**src/rtl/sdram_amux_pkg.sv**
```systemverilog
package sdram_amux_pkg;

    localparam int MUX_W      = 12;  // multiplexed bus lines
    localparam int COL_LINES  = 10;  // column lines driven from byte bits 1..10
    localparam int AP_LO      = 10;  // lower of the two precharge lines
    localparam int ROW_HI_W   = 3;   // direct upper row lines
    localparam int BANK_W     = 2;   // four banks only
    localparam int COL_MIN    = 8;
    localparam int COL_MAX_FL = 11;  // widest column without interleave
    localparam int COL_MAX_IL = 9;   // widest column with interleave
    localparam int IL_SHIFT   = 2;   // extra row offset in interleave mode

    typedef struct packed {
        logic [3:0] col_bits;
        logic       il;
        logic       w32;
    } amux_cfg_t;

    typedef struct packed {
        logic [MUX_W-1:0]    ma;
        logic [ROW_HI_W-1:0] row_hi;
        logic [BANK_W-1:0]   bank;
    } amux_pins_t;

    function automatic logic cfg_legal(amux_cfg_t c);
        int unsigned cb;
        int unsigned top;
        cb  = int'(c.col_bits);
        top = c.il ? COL_MAX_IL : COL_MAX_FL;
        return (cb >= COL_MIN) && (cb <= top);
    endfunction

endpackage

```
**src/rtl/amux_cfg_check.sv**
```systemverilog
module amux_cfg_check
    import sdram_amux_pkg::*;
#(
    parameter int SH_W = 5
) (
    input  amux_cfg_t       cfg,
    output logic            legal,
    output logic [SH_W-1:0] row_base,
    output logic [SH_W-1:0] bank_base
);

    logic [SH_W-1:0] cbw;

    always_comb begin
        legal     = cfg_legal(cfg);
        cbw       = SH_W'(cfg.col_bits);
        row_base  = cbw + SH_W'(cfg.il ? (1 + IL_SHIFT) : 1);
        if (cfg.il)
            bank_base = cbw + SH_W'(1);
        else
            bank_base = row_base + SH_W'(MUX_W + ROW_HI_W);
    end

endmodule

```
**src/rtl/amux_field_sel.sv**
```systemverilog
module amux_field_sel
    import sdram_amux_pkg::*;
#(
    parameter int ADDR_W = 32,
    parameter int SH_W   = 5
) (
    input  logic [ADDR_W-1:0] addr,
    input  logic              phase_col,
    input  logic              auto_pre,
    input  logic              w32,
    input  logic [SH_W-1:0]   row_base,
    input  logic [SH_W-1:0]   bank_base,
    output amux_pins_t        pins
);

    logic [ADDR_W-1:0] row_sh;
    logic [ADDR_W-1:0] bank_sh;
    logic [MUX_W-1:0]  col_ma;
    logic [MUX_W-1:0]  row_ma;
    logic [MUX_W-1:0]  sel_ma;

    // column lines are fixed to the byte address, aligned at bit 1
    for (genvar g = 0; g < COL_LINES; g++) begin : g_col
        assign col_ma[g] = addr[g+1];
    end
    // precharge flag on both adjacent lines
    for (genvar p = AP_LO; p < MUX_W; p++) begin : g_ap
        assign col_ma[p] = auto_pre;
    end

    always_comb begin
        row_sh  = addr >> row_base;
        bank_sh = addr >> bank_base;
        row_ma  = row_sh[MUX_W-1:0];
        sel_ma  = phase_col ? col_ma : row_ma;
        if (w32)
            sel_ma[0] = 1'b0;
        pins.ma     = sel_ma;
        pins.row_hi = row_sh[MUX_W +: ROW_HI_W];
        pins.bank   = bank_sh[BANK_W-1:0];
    end

endmodule

```
**src/rtl/amux_out_reg.sv**
```systemverilog
module amux_out_reg
    import sdram_amux_pkg::*;
(
    input  logic       clk,
    input  logic       rst,
    input  logic       legal,
    input  amux_pins_t nxt,
    output amux_pins_t q,
    output logic       err
);

    always_ff @(posedge clk) begin
        if (rst) begin
            q   <= '0;
            err <= 1'b0;
        end else if (!legal) begin
            q   <= '0;
            err <= 1'b1;
        end else begin
            q   <= nxt;
            err <= 1'b0;
        end
    end

endmodule

```
**src/rtl/sdram_addr_mux.sv**
```systemverilog
module sdram_addr_mux
    import sdram_amux_pkg::*;
#(
    parameter int ADDR_W = 32
) (
    input  logic                clk,
    input  logic                rst,
    input  logic [ADDR_W-1:0]   addr,
    input  logic                phase_col,
    input  logic                auto_pre,
    input  logic [3:0]          col_bits,
    input  logic                interleave,
    input  logic                mem32,
    output logic [MUX_W-1:0]    ma,
    output logic [ROW_HI_W-1:0] row_hi,
    output logic [BANK_W-1:0]   bank,
    output logic                cfg_err
);

    localparam int SH_W = $clog2(ADDR_W);

    amux_cfg_t       cfg;
    logic            legal;
    logic [SH_W-1:0] row_base;
    logic [SH_W-1:0] bank_base;
    amux_pins_t      nxt;
    amux_pins_t      q;

    assign cfg.col_bits = col_bits;
    assign cfg.il       = interleave;
    assign cfg.w32      = mem32;

    amux_cfg_check #(.SH_W(SH_W)) cfg_i (
        .cfg       (cfg),
        .legal     (legal),
        .row_base  (row_base),
        .bank_base (bank_base)
    );

    amux_field_sel #(.ADDR_W(ADDR_W), .SH_W(SH_W)) sel_i (
        .addr      (addr),
        .phase_col (phase_col),
        .auto_pre  (auto_pre),
        .w32       (mem32),
        .row_base  (row_base),
        .bank_base (bank_base),
        .pins      (nxt)
    );

    amux_out_reg reg_i (
        .clk   (clk),
        .rst   (rst),
        .legal (legal),
        .nxt   (nxt),
        .q     (q),
        .err   (cfg_err)
    );

    assign ma     = q.ma;
    assign row_hi = q.row_hi;
    assign bank   = q.bank;

endmodule

```
**config.mk**
```make
export PLATFORM = sky130hd
export DESIGN_NAME = sdram_addr_mux
export DESIGN_NICKNAME = d
export VERILOG_FILES = /design/src/rtl/sdram_amux_pkg.sv /design/src/rtl/amux_cfg_check.sv /design/src/rtl/amux_field_sel.sv /design/src/rtl/amux_out_reg.sv /design/src/rtl/sdram_addr_mux.sv
export SDC_FILE = /design/constraint.sdc
export NUM_CORES = 1
export LEC_CHECK = 0
export ABC_AREA = 0
export BUFFER_PORTS_ARGS = -buffer_cell sky130_fd_sc_hd__buf_4
export CAP_MARGIN = 20
export CORE_UTILIZATION = 27
export DETAILED_ROUTE_END_ITERATION = 16
export PLACE_DENSITY_LB_ADDON = 0.25
export SYNTH_ARGS = -nofsm -noshare
export SYNTH_HDL_FRONTEND = slang
export SYNTH_SLANG_ARGS = --single-unit
```
**constraint.sdc**
```tcl
create_clock -name clk -period 7.9 [get_ports clk]
set_input_delay 0.79 -clock clk [delete_from_list [all_inputs] [get_ports clk]]
set_output_delay 0.79 -clock clk [all_outputs]
set_load 0.01 [all_outputs]
```
==> impl_results.md, run 1 <==
- Final Hold Fails: 0
- # DRC: 0
- Pleak: 1.60 nW
- Fin cells: 617
- Total grt overflow: 0
- Setup Total Neg Slack: 0 ns
- Hold Slack: 0.695 ns
- Ant diodes: 0
- Pre-CTS WS: 3.13 ns
- Slew margin rel.: 30.8%
- Hold_buf cts: 0
- Yosys warning count: 0
- Antenna-violating nets left: 0
- Worst setup slack after layout: 3.35 ns
- Final Util: 33.1%
- EDFF count, synth: 0
- Rows: 40
- Slew at the pin with the worst max-slew slack: 1.04 ns
- CTS root buffer: clkbuf_16
- PortBufs: 59
- Average wire per standard cell: 19.0 um
- Unique masters post-synth: 48
- Placed Cells: 613
- Max Fanout on Critical Path: 59
- Vias in the first global route: 3,266
- All-Layer GR Usage: 18.3%
- Clock Path Buffers: 2
- Crit share post-route: 57.6%
- H-Tree Depth: 1
- Syn Nets: 469
- Layout cell share with drive strength beyond 1: 24.1%
- CP Data Arrival Time: 4.65 ns
- VDD IR max: 45.5 uV
- Nets: 498
- Top cell type's share of synthesized area: 17.8%
- Crit path time final: 4.55 ns
- Status: completed
- Clk slew on worst S/H paths: 0.06 ns
- # clock sinks: 18
- Total Wirelength: 11.7 mm
- Startpoint Class: primary input
- Post-DR vias/cell: 5.69
- Slowest-stage cell, CP: clkinv_1
- Pwr Density: 134 nW/um^2
- Synthesized area: 3380 um^2
- Tightest Hold Check Type: in2reg
- Async SR Flop Fraction: 0%
- Post-Syn Area per Cell: 8.03 um^2
- Initial antenna violation count: 0
- Main synth FF type: dfxtp_1
- DR pass1 iterations: 5
- Die width: 114 um
- Post-synth top cells: mux2i_1, nand2_1, a21oi_1
- CP Class: in2reg
- DRT iter0 DRCs: 303
- Ranking of synthesized cells by area: mux2i_1, mux4_2, dfxtp_1, nand2_1, a211oi_1
- First-pass GRT wire length: 18.7 mm
- Register bit total from synthesis: 18
- RD Place Congestion: 0.868
- Cells after synthesis: 421
- Area growth syn-to-layout: 18.5%
- Crit end category: flip-flop
- CTS resizes: 0
- Hpwl dp: 8.67 mm
- Core ar.: 12,100 um^2
- Num CTS Buffers: 3
- Count leader, synth: mux2i_1
- Initial Util: 27.9%
- I/O Pins: 60
- Die height: 114 um
- CTS tree: built
- Largest net degree at the start of global routing: 60
- Maximum clock frequency: 0.220 GHz
- Crit-path cells: buf_4 -> fa_2 -> buf_4 -> clkinv_1 -> a21oi_1 -> a221oi_1 -> a311oi_1 -> a21oi_1 -> a211oi_1 -> a211oi_1
- RSZ-0062 raised after global routing: no
- Slew Limit Fails: 0
- CP Data Required Time: 8.00 ns
- CP peak stage delay: 0.91 ns
- Register area share after synthesis: 10.7%
- # Post-CTS Setup Buffers: 0
- Finish-stage setup viols: 0
- Post-synth top area cell: mux2i_1
- Max cap viols: 0
- Via count: 3,513
- Die area: 13,000 um^2
-- cell usage in the layout, fill, tap and decap left out, types with 6 or more instances in the layout --
master	instances
nand2_1	51
a31oi_1	7
a211oi_1	21
o21ai_0	12
nor2_1	26
nor2b_1	16
dfxtp_1	18
nand3_1	15
o211ai_1	12
buf_4	64
nor3_1	10
inv_1	7
mux2_2	10
mux2i_1	60
a221oi_1	6
mux4_2	24
a21oi_1	31
-- report_power, final --
| group | internal [mW] | switching (mW) | total (mW) |
|---|---|---|---|
| Clock | 0.0772 | 0.0385 | 0.116 |
| Sequential | 0.0941 | 0.000851 | 0.0950 |
| Combinational | 0.139 | 0.186 | 0.325 |
| Total | 0.310 | 0.225 | 0.535 |
-- per-layer routing --
metal,vias up,GRT usage (%),share of wire [%]
li1,1667,-,-
met1,1686,25.3,45
met2,150,30.2,47
met3,10,2.60,6.5
met4,0,3.90,0.97
met5,-,0,0
-- state kept, by name, indices dropped and copies added, names as in the netlist --
name	count
reg_i.err	1
reg_i.q	17
-- logic make-up (layout without fill, tap and decap cells) --
kind of cell,after synthesis,in the layout,share of synthesized area (%)
flops,18,18,10.7
mux,94,94,37.1
buf+inv,48,76,5.96
compound gates,119,119,24.5
xor+xnor,8,8,2.07
simple gates,128,128,17.3
fa+ha+maj,6,6,2.44
-- area by class of cell --
class	instances	area (um^2)
Fill cell	1264	8110
Multi-Input combinational cell	355	2840
Timing Repair Buffer	64	480
Sequential cell	18	360
Tap cell	168	210
Clock buffer	4	88.8
Inverter	8	30.0
-- worst max-delay path, delay by kind of cell --
family | cells | cell delay [ns]
buf+inv | 3 | 1.79
fa+ha+maj | 1 | 0.65
compound gates | 6 | 1.38
-- path summary, 6_finish.rpt --
path	start	end	slack, ns	depth (start not counted)
min	rst	reg_i.err$_SDFF_PP0_	0.69	2
max	col_bits[0]	reg_i.q[0]$_SDFF_PP0_	3.35	10
-- through the flow --
step,area [um^2],total power [mW]
detailed placement,3920,0.417
CTS,4010,0.535
floorplan,3380,0.329
finish,4010,0.535
global route,4010,0.569
global placement,3920,0.415
Power figures use the tool's default switching activity.
==> run 2, diff against run 1 <==
- clock period: 7.9 -> 4.3 ns (I/O delays scaled with it)
==> impl_results.md, run 2 (same netlist as run 1, synthesis figures left out) <==
- Slew at the pin with the worst max-slew slack: 0.749 ns
- Die height: 114 um
- CP Data Arrival Time: 3.29 ns
- Slowest-stage cell, CP: and2_1
- Slew margin rel.: 50.1%
- CTS tree: built
- Num CTS Buffers: 3
- Max Fanout on Critical Path: 36
- Clk slew on worst S/H paths: 0.06 ns
- RD Place Congestion: 0.878
- Layout cell share with drive strength beyond 1: 25.1%
- VDD IR max: 84.8 uV
- Status: completed
- I/O Pins: 60
- Average wire per standard cell: 19.0 um
- All-Layer GR Usage: 18.2%
- Registers with the most flip-flops: reg_i.q (17), reg_i.err (1)
- PortBufs: 59
- Final Hold Fails: 0
- # clock sinks: 18
- Commonest non-fill, non-tap cell in the layout: buf_4
- Rows: 40
- Finish-stage setup viols: 0
- Total grt overflow: 0
- # Post-CTS Setup Buffers: 0
- HP Start: rst
- Hpwl dp: 9.00 mm
- Antenna-violating nets left: 0
- Area growth syn-to-layout: 19.8%
- Tightest Hold Check Type: in2reg
- Endpoint of the worst hold path: reg_i.err$_SDFF_PP0_
- Initial antenna violation count: 0
- Total Wirelength: 11.8 mm
- Cell area after layout: 4050 um^2
- # DRC: 0
- Via count: 3,560
- First-pass GRT wire length: 18.7 mm
- Pleak: 1.63 nW
- Crit end category: flip-flop
- Crit path time final: 3.14 ns
- Pwr Density: 245 nW/um^2
- CTS resizes: 0
- Setup Total Neg Slack: 0 ns
- DR pass1 iterations: 6
- Most used cell along the critical path: ha_1
- CP Class: in2reg
- DRT iter0 DRCs: 365
- Most frequent cells in the layout: buf_4, mux2i_1, nand2_1
- Hold_buf cts: 0
- Placed cell areas: 3960 um^2
- Maximum clock frequency: 0.319 GHz
- Core ar.: 12,100 um^2
- CP Data Required Time: 4.45 ns
- Crit-path cells: buf_4 -> ha_1 -> ha_1 -> xnor2_1 -> o211ai_1 -> and2_1 -> mux2i_1 -> o21ai_0 -> nand4_1 -> a311oi_1
- H-Tree Depth: 1
- Max FFs per register: 17
- Max cap viols: 0
- Ant diodes: 0
- Slew Limit Fails: 0
- Initial Util: 27.9%
- Vias in the first global route: 3,302
- Clock Path Buffers: 2
- Crit share post-route: 73.0%
- Startpoint Class: primary input
- CP peak stage delay: 0.57 ns
- Largest net degree at the start of global routing: 51
- Die width: 114 um
- RSZ-0062 raised after global routing: no
- Hold Path Cell Cnt: 2
- Nets: 504
- Largest reg by FF count: reg_i.q
- Die area: 13,000 um^2
- Post-DR vias/cell: 5.71
- PnR Total Power: 0.993 mW
- CTS root buffer: clkbuf_16
run 2: report_power, final:
group	internal (mW)	switching (mW)	total (mW)
clock network	0.142	0.0682	0.210
registers	0.173	0.00156	0.174
logic	0.263	0.345	0.608
run 2: critical path, delay by kind of cell:
| family | cells | cell delay (ns) |
|---|---|---|
| buffers and inverters | 1 | 0.32 |
| and+or+nand+nor | 2 | 0.71 |
| AOI/OAI and AO/OA | 3 | 0.82 |
| muxes | 1 | 0.19 |
| adders and majority gates | 2 | 0.65 |
| xor gates and xnor gates | 1 | 0.16 |
run 2: stage by stage:
step | cells | setup WS (ns) | utilization (%) | hold slack, ns
detailed placement | 619 | 0.945 | 32.7 | 0.601
CTS | 623 | 1.21 | 33.5 | 0.333
global placement | 619 | 0.956 | 32.7 | 0.598
finish | 623 | 1.16 | 33.5 | 0.336
floorplan | 421 | 1.31 | - | 0.502
global route | 623 | 1.02 | 33.5 | 0.340
run 2: worst max path at each step:
stage                                   to        start  slack, ns  depth (start not counted)
global placement    reg_i.q[11]$_SDFF_PP0_   interleave       0.96                          9
global route        reg_i.q[11]$_SDFF_PP0_   interleave       1.02                          9
CTS                 reg_i.q[11]$_SDFF_PP0_   interleave       1.21                          9
detailed placement  reg_i.q[11]$_SDFF_PP0_   interleave       0.95                          9
floorplan            reg_i.q[0]$_SDFF_PP0_  col_bits[0]       1.31                         12
finish               reg_i.q[1]$_SDFF_PP0_   interleave       1.16                         10
run 2: layer usage:
layer / vias to the layer above / global-route usage, % / share of wire (%)
met5: - / 0 / 0
met4: 0 / 5.11 / 2.0
met3: 23 / 1.38 / 5.2
met2: 150 / 30.0 / 47
met1: 1711 / 25.5 / 45
li1: 1676 / - / -
run 2: final cells by class:
| cell class | instances | area, um^2 |
|---|---|---|
| Clock buffer | 4 | 88.8 |
| Fill cell | 1302 | 8060 |
| Inverter | 8 | 30.0 |
| Multi-Input combinational cell | 355 | 2840 |
| Sequential cell | 18 | 360 |
| Tap cell | 168 | 210 |
| Timing Repair Buffer | 70 | 526 |
==> run 3, diff against run 2 <==
- clock period: 4.3 -> 3.1 ns (I/O delays scaled with it)
==> impl_results.md, run 3 (same netlist as run 1, synthesis figures left out) <==
- CP peak stage delay: 0.77 ns
- Area growth syn-to-layout: 23.2%
- Via count: 3,637
- Switch share: 42.0%
- DR pass1 iterations: 7
- Die width: 114 um
- DRT iter0 DRCs: 308
- HP Start: rst
- Num CTS Buffers: 3
- Total Wirelength: 12.8 mm
- Crit-path cells: buf_4 -> fa_2 -> xnor2_1 -> o21ai_0 -> mux2i_1 -> mux2i_1 -> a21oi_1 -> o41a_1 -> a211oi_1
- Largest net degree at the start of global routing: 51
- Final Util: 34.4%
- Pre-CTS WS: -0.000358 ns
- Maximum clock frequency: 0.353 GHz
- Slew margin rel.: 46.2%
- Tightest Hold Check Type: in2reg
- Core ar.: 12,100 um^2
- Critical path's top delay family: compound AO/OA/AOI/OAI gates
- RSZ-0062 raised after global routing: no
- Nets: 519
- CTS root buffer: clkbuf_16
- # Post-CTS Setup Buffers: 0
- Slew Limit Fails: 0
- Initial Util: 27.9%
- Layout cell share with drive strength beyond 1: 27.4%
- Max cap viols: 0
- CP Data Arrival Time: 3.00 ns
- # DRC: 0
- H-Tree Depth: 1
- Sequential share of power: 16.9%
- CTS resizes: 0
- NetSw: 0.601 mW
- Die height: 114 um
- Hold Path Cell Cnt: 2
- Worst setup slack after layout: 0.263 ns
- Slew at the pin with the worst max-slew slack: 0.807 ns
- Total grt overflow: 0
- Fillcell total: 1,311
- Ant diodes: 0
- Endpoint of the worst hold path: reg_i.err$_SDFF_PP0_
- Most used cell along the critical path: mux2i_1
- CP Class: in2reg
- Clock Path Buffers: 2
- CTS tree: built
- Crit share post-route: 91.5%
- Antenna-violating nets left: 0
- Combinational power share: 62.3%
- Rows: 40
- Clock power frac: 20.8%
- I/O Pins: 60
- Startpoint Class: primary input
- All-Layer GR Usage: 19.8%
- Average wire per standard cell: 20.0 um
- First-pass GRT wire length: 20.0 mm
- Crit path time final: 2.84 ns
- Cell internal pwr: 0.829 mW
- Buf/Inv on CP: 1
- Initial antenna violation count: 0
- # clock sinks: 18
- VDD IR max: 153 uV
- Vias in the first global route: 3,505
- Die area: 13,000 um^2
- Slowest-stage cell, CP: fa_2
- RD Place Congestion: 0.866
- Status: completed
- Pwr Density: 343 nW/um^2
- Final Hold Fails: 0
- Commonest non-fill, non-tap cell in the layout: buf_4
- CP Data Required Time: 3.26 ns
- Registers with the most flip-flops: reg_i.q (17), reg_i.err (1)
- Crit end category: flip-flop
- Max Fanout on Critical Path: 13
- Post-DR vias/cell: 5.70
- PortBufs: 59
- Hold_buf cts: 0
- Pleak: 1.70 nW
- Most frequent cells in the layout: buf_4, mux2i_1, nand2_1
- Hpwl dp: 9.77 mm
- Clk slew on worst S/H paths: 0.06 ns
- Setup Total Neg Slack: 0 ns
- Largest reg by FF count: reg_i.q
- Finish-stage setup viols: 0
- Max FFs per register: 17
[run 3: cell types whose count changed in the layout (fill, tap and decap cells not counted)]
cell	before	now
buf_4	70	85
[run 3: stage by stage]
step	power [mW]	cells	hold WS [ns]	area, um^2
after floorplan	0.837	421	0.382	3380
after global placement	1.12	634	0.475	4080
after detailed placement	1.13	634	0.481	4080
after CTS	1.43	638	0.216	4160
after global routing	1.52	638	0.226	4160
final	1.43	638	0.220	4160
[run 3: worst max path at each step]
stage | startpoint | endpoint | slack, ns | cells past startpoint
after detailed placement | col_bits[0] | reg_i.q[0]$_SDFF_PP0_ | -0.0004 | 9
final | col_bits[0] | reg_i.q[0]$_SDFF_PP0_ | 0.26 | 9
after global routing | col_bits[0] | reg_i.q[0]$_SDFF_PP0_ | 0.11 | 9
after CTS | col_bits[0] | reg_i.q[0]$_SDFF_PP0_ | 0.26 | 9
after floorplan | col_bits[0] | reg_i.q[0]$_SDFF_PP0_ | 0.23 | 12
after global placement | col_bits[0] | reg_i.q[0]$_SDFF_PP0_ | 0.04 | 9
[run 3: routing by layer]
metal	global-route usage (%)	vias to the layer above	part of all wire, %
met3	2.87	17	6.8
met5	0	-	0
met4	5.11	0	1.5
li1	-	1707	-
met2	32.5	156	47
met1	27.1	1757	45
[run 3: area by class of cell]
cell class | instances | area, um^2 | area share [%]
tap | 168 | 210 | 5.05
inverter | 8 | 30.0 | 0.721
timing repair buffer | 85 | 638 | 15.3
multi-input combinational | 355 | 2840 | 68.1
clock buffer | 4 | 88.8 | 2.13
sequential | 18 | 360 | 8.65
[run 3: power by group through the flow]
| stage | sequential (mW) | clock, mW | combinational (mW) |
|---|---|---|---|
| after detailed placement | 0.247 | 0 | 0.878 |
| after global placement | 0.247 | 0 | 0.876 |
| after floorplan | 0.251 | 0 | 0.586 |
| after CTS | 0.242 | 0.306 | 0.880 |
| after global routing | 0.243 | 0.313 | 0.962 |
| final | 0.242 | 0.297 | 0.891 |
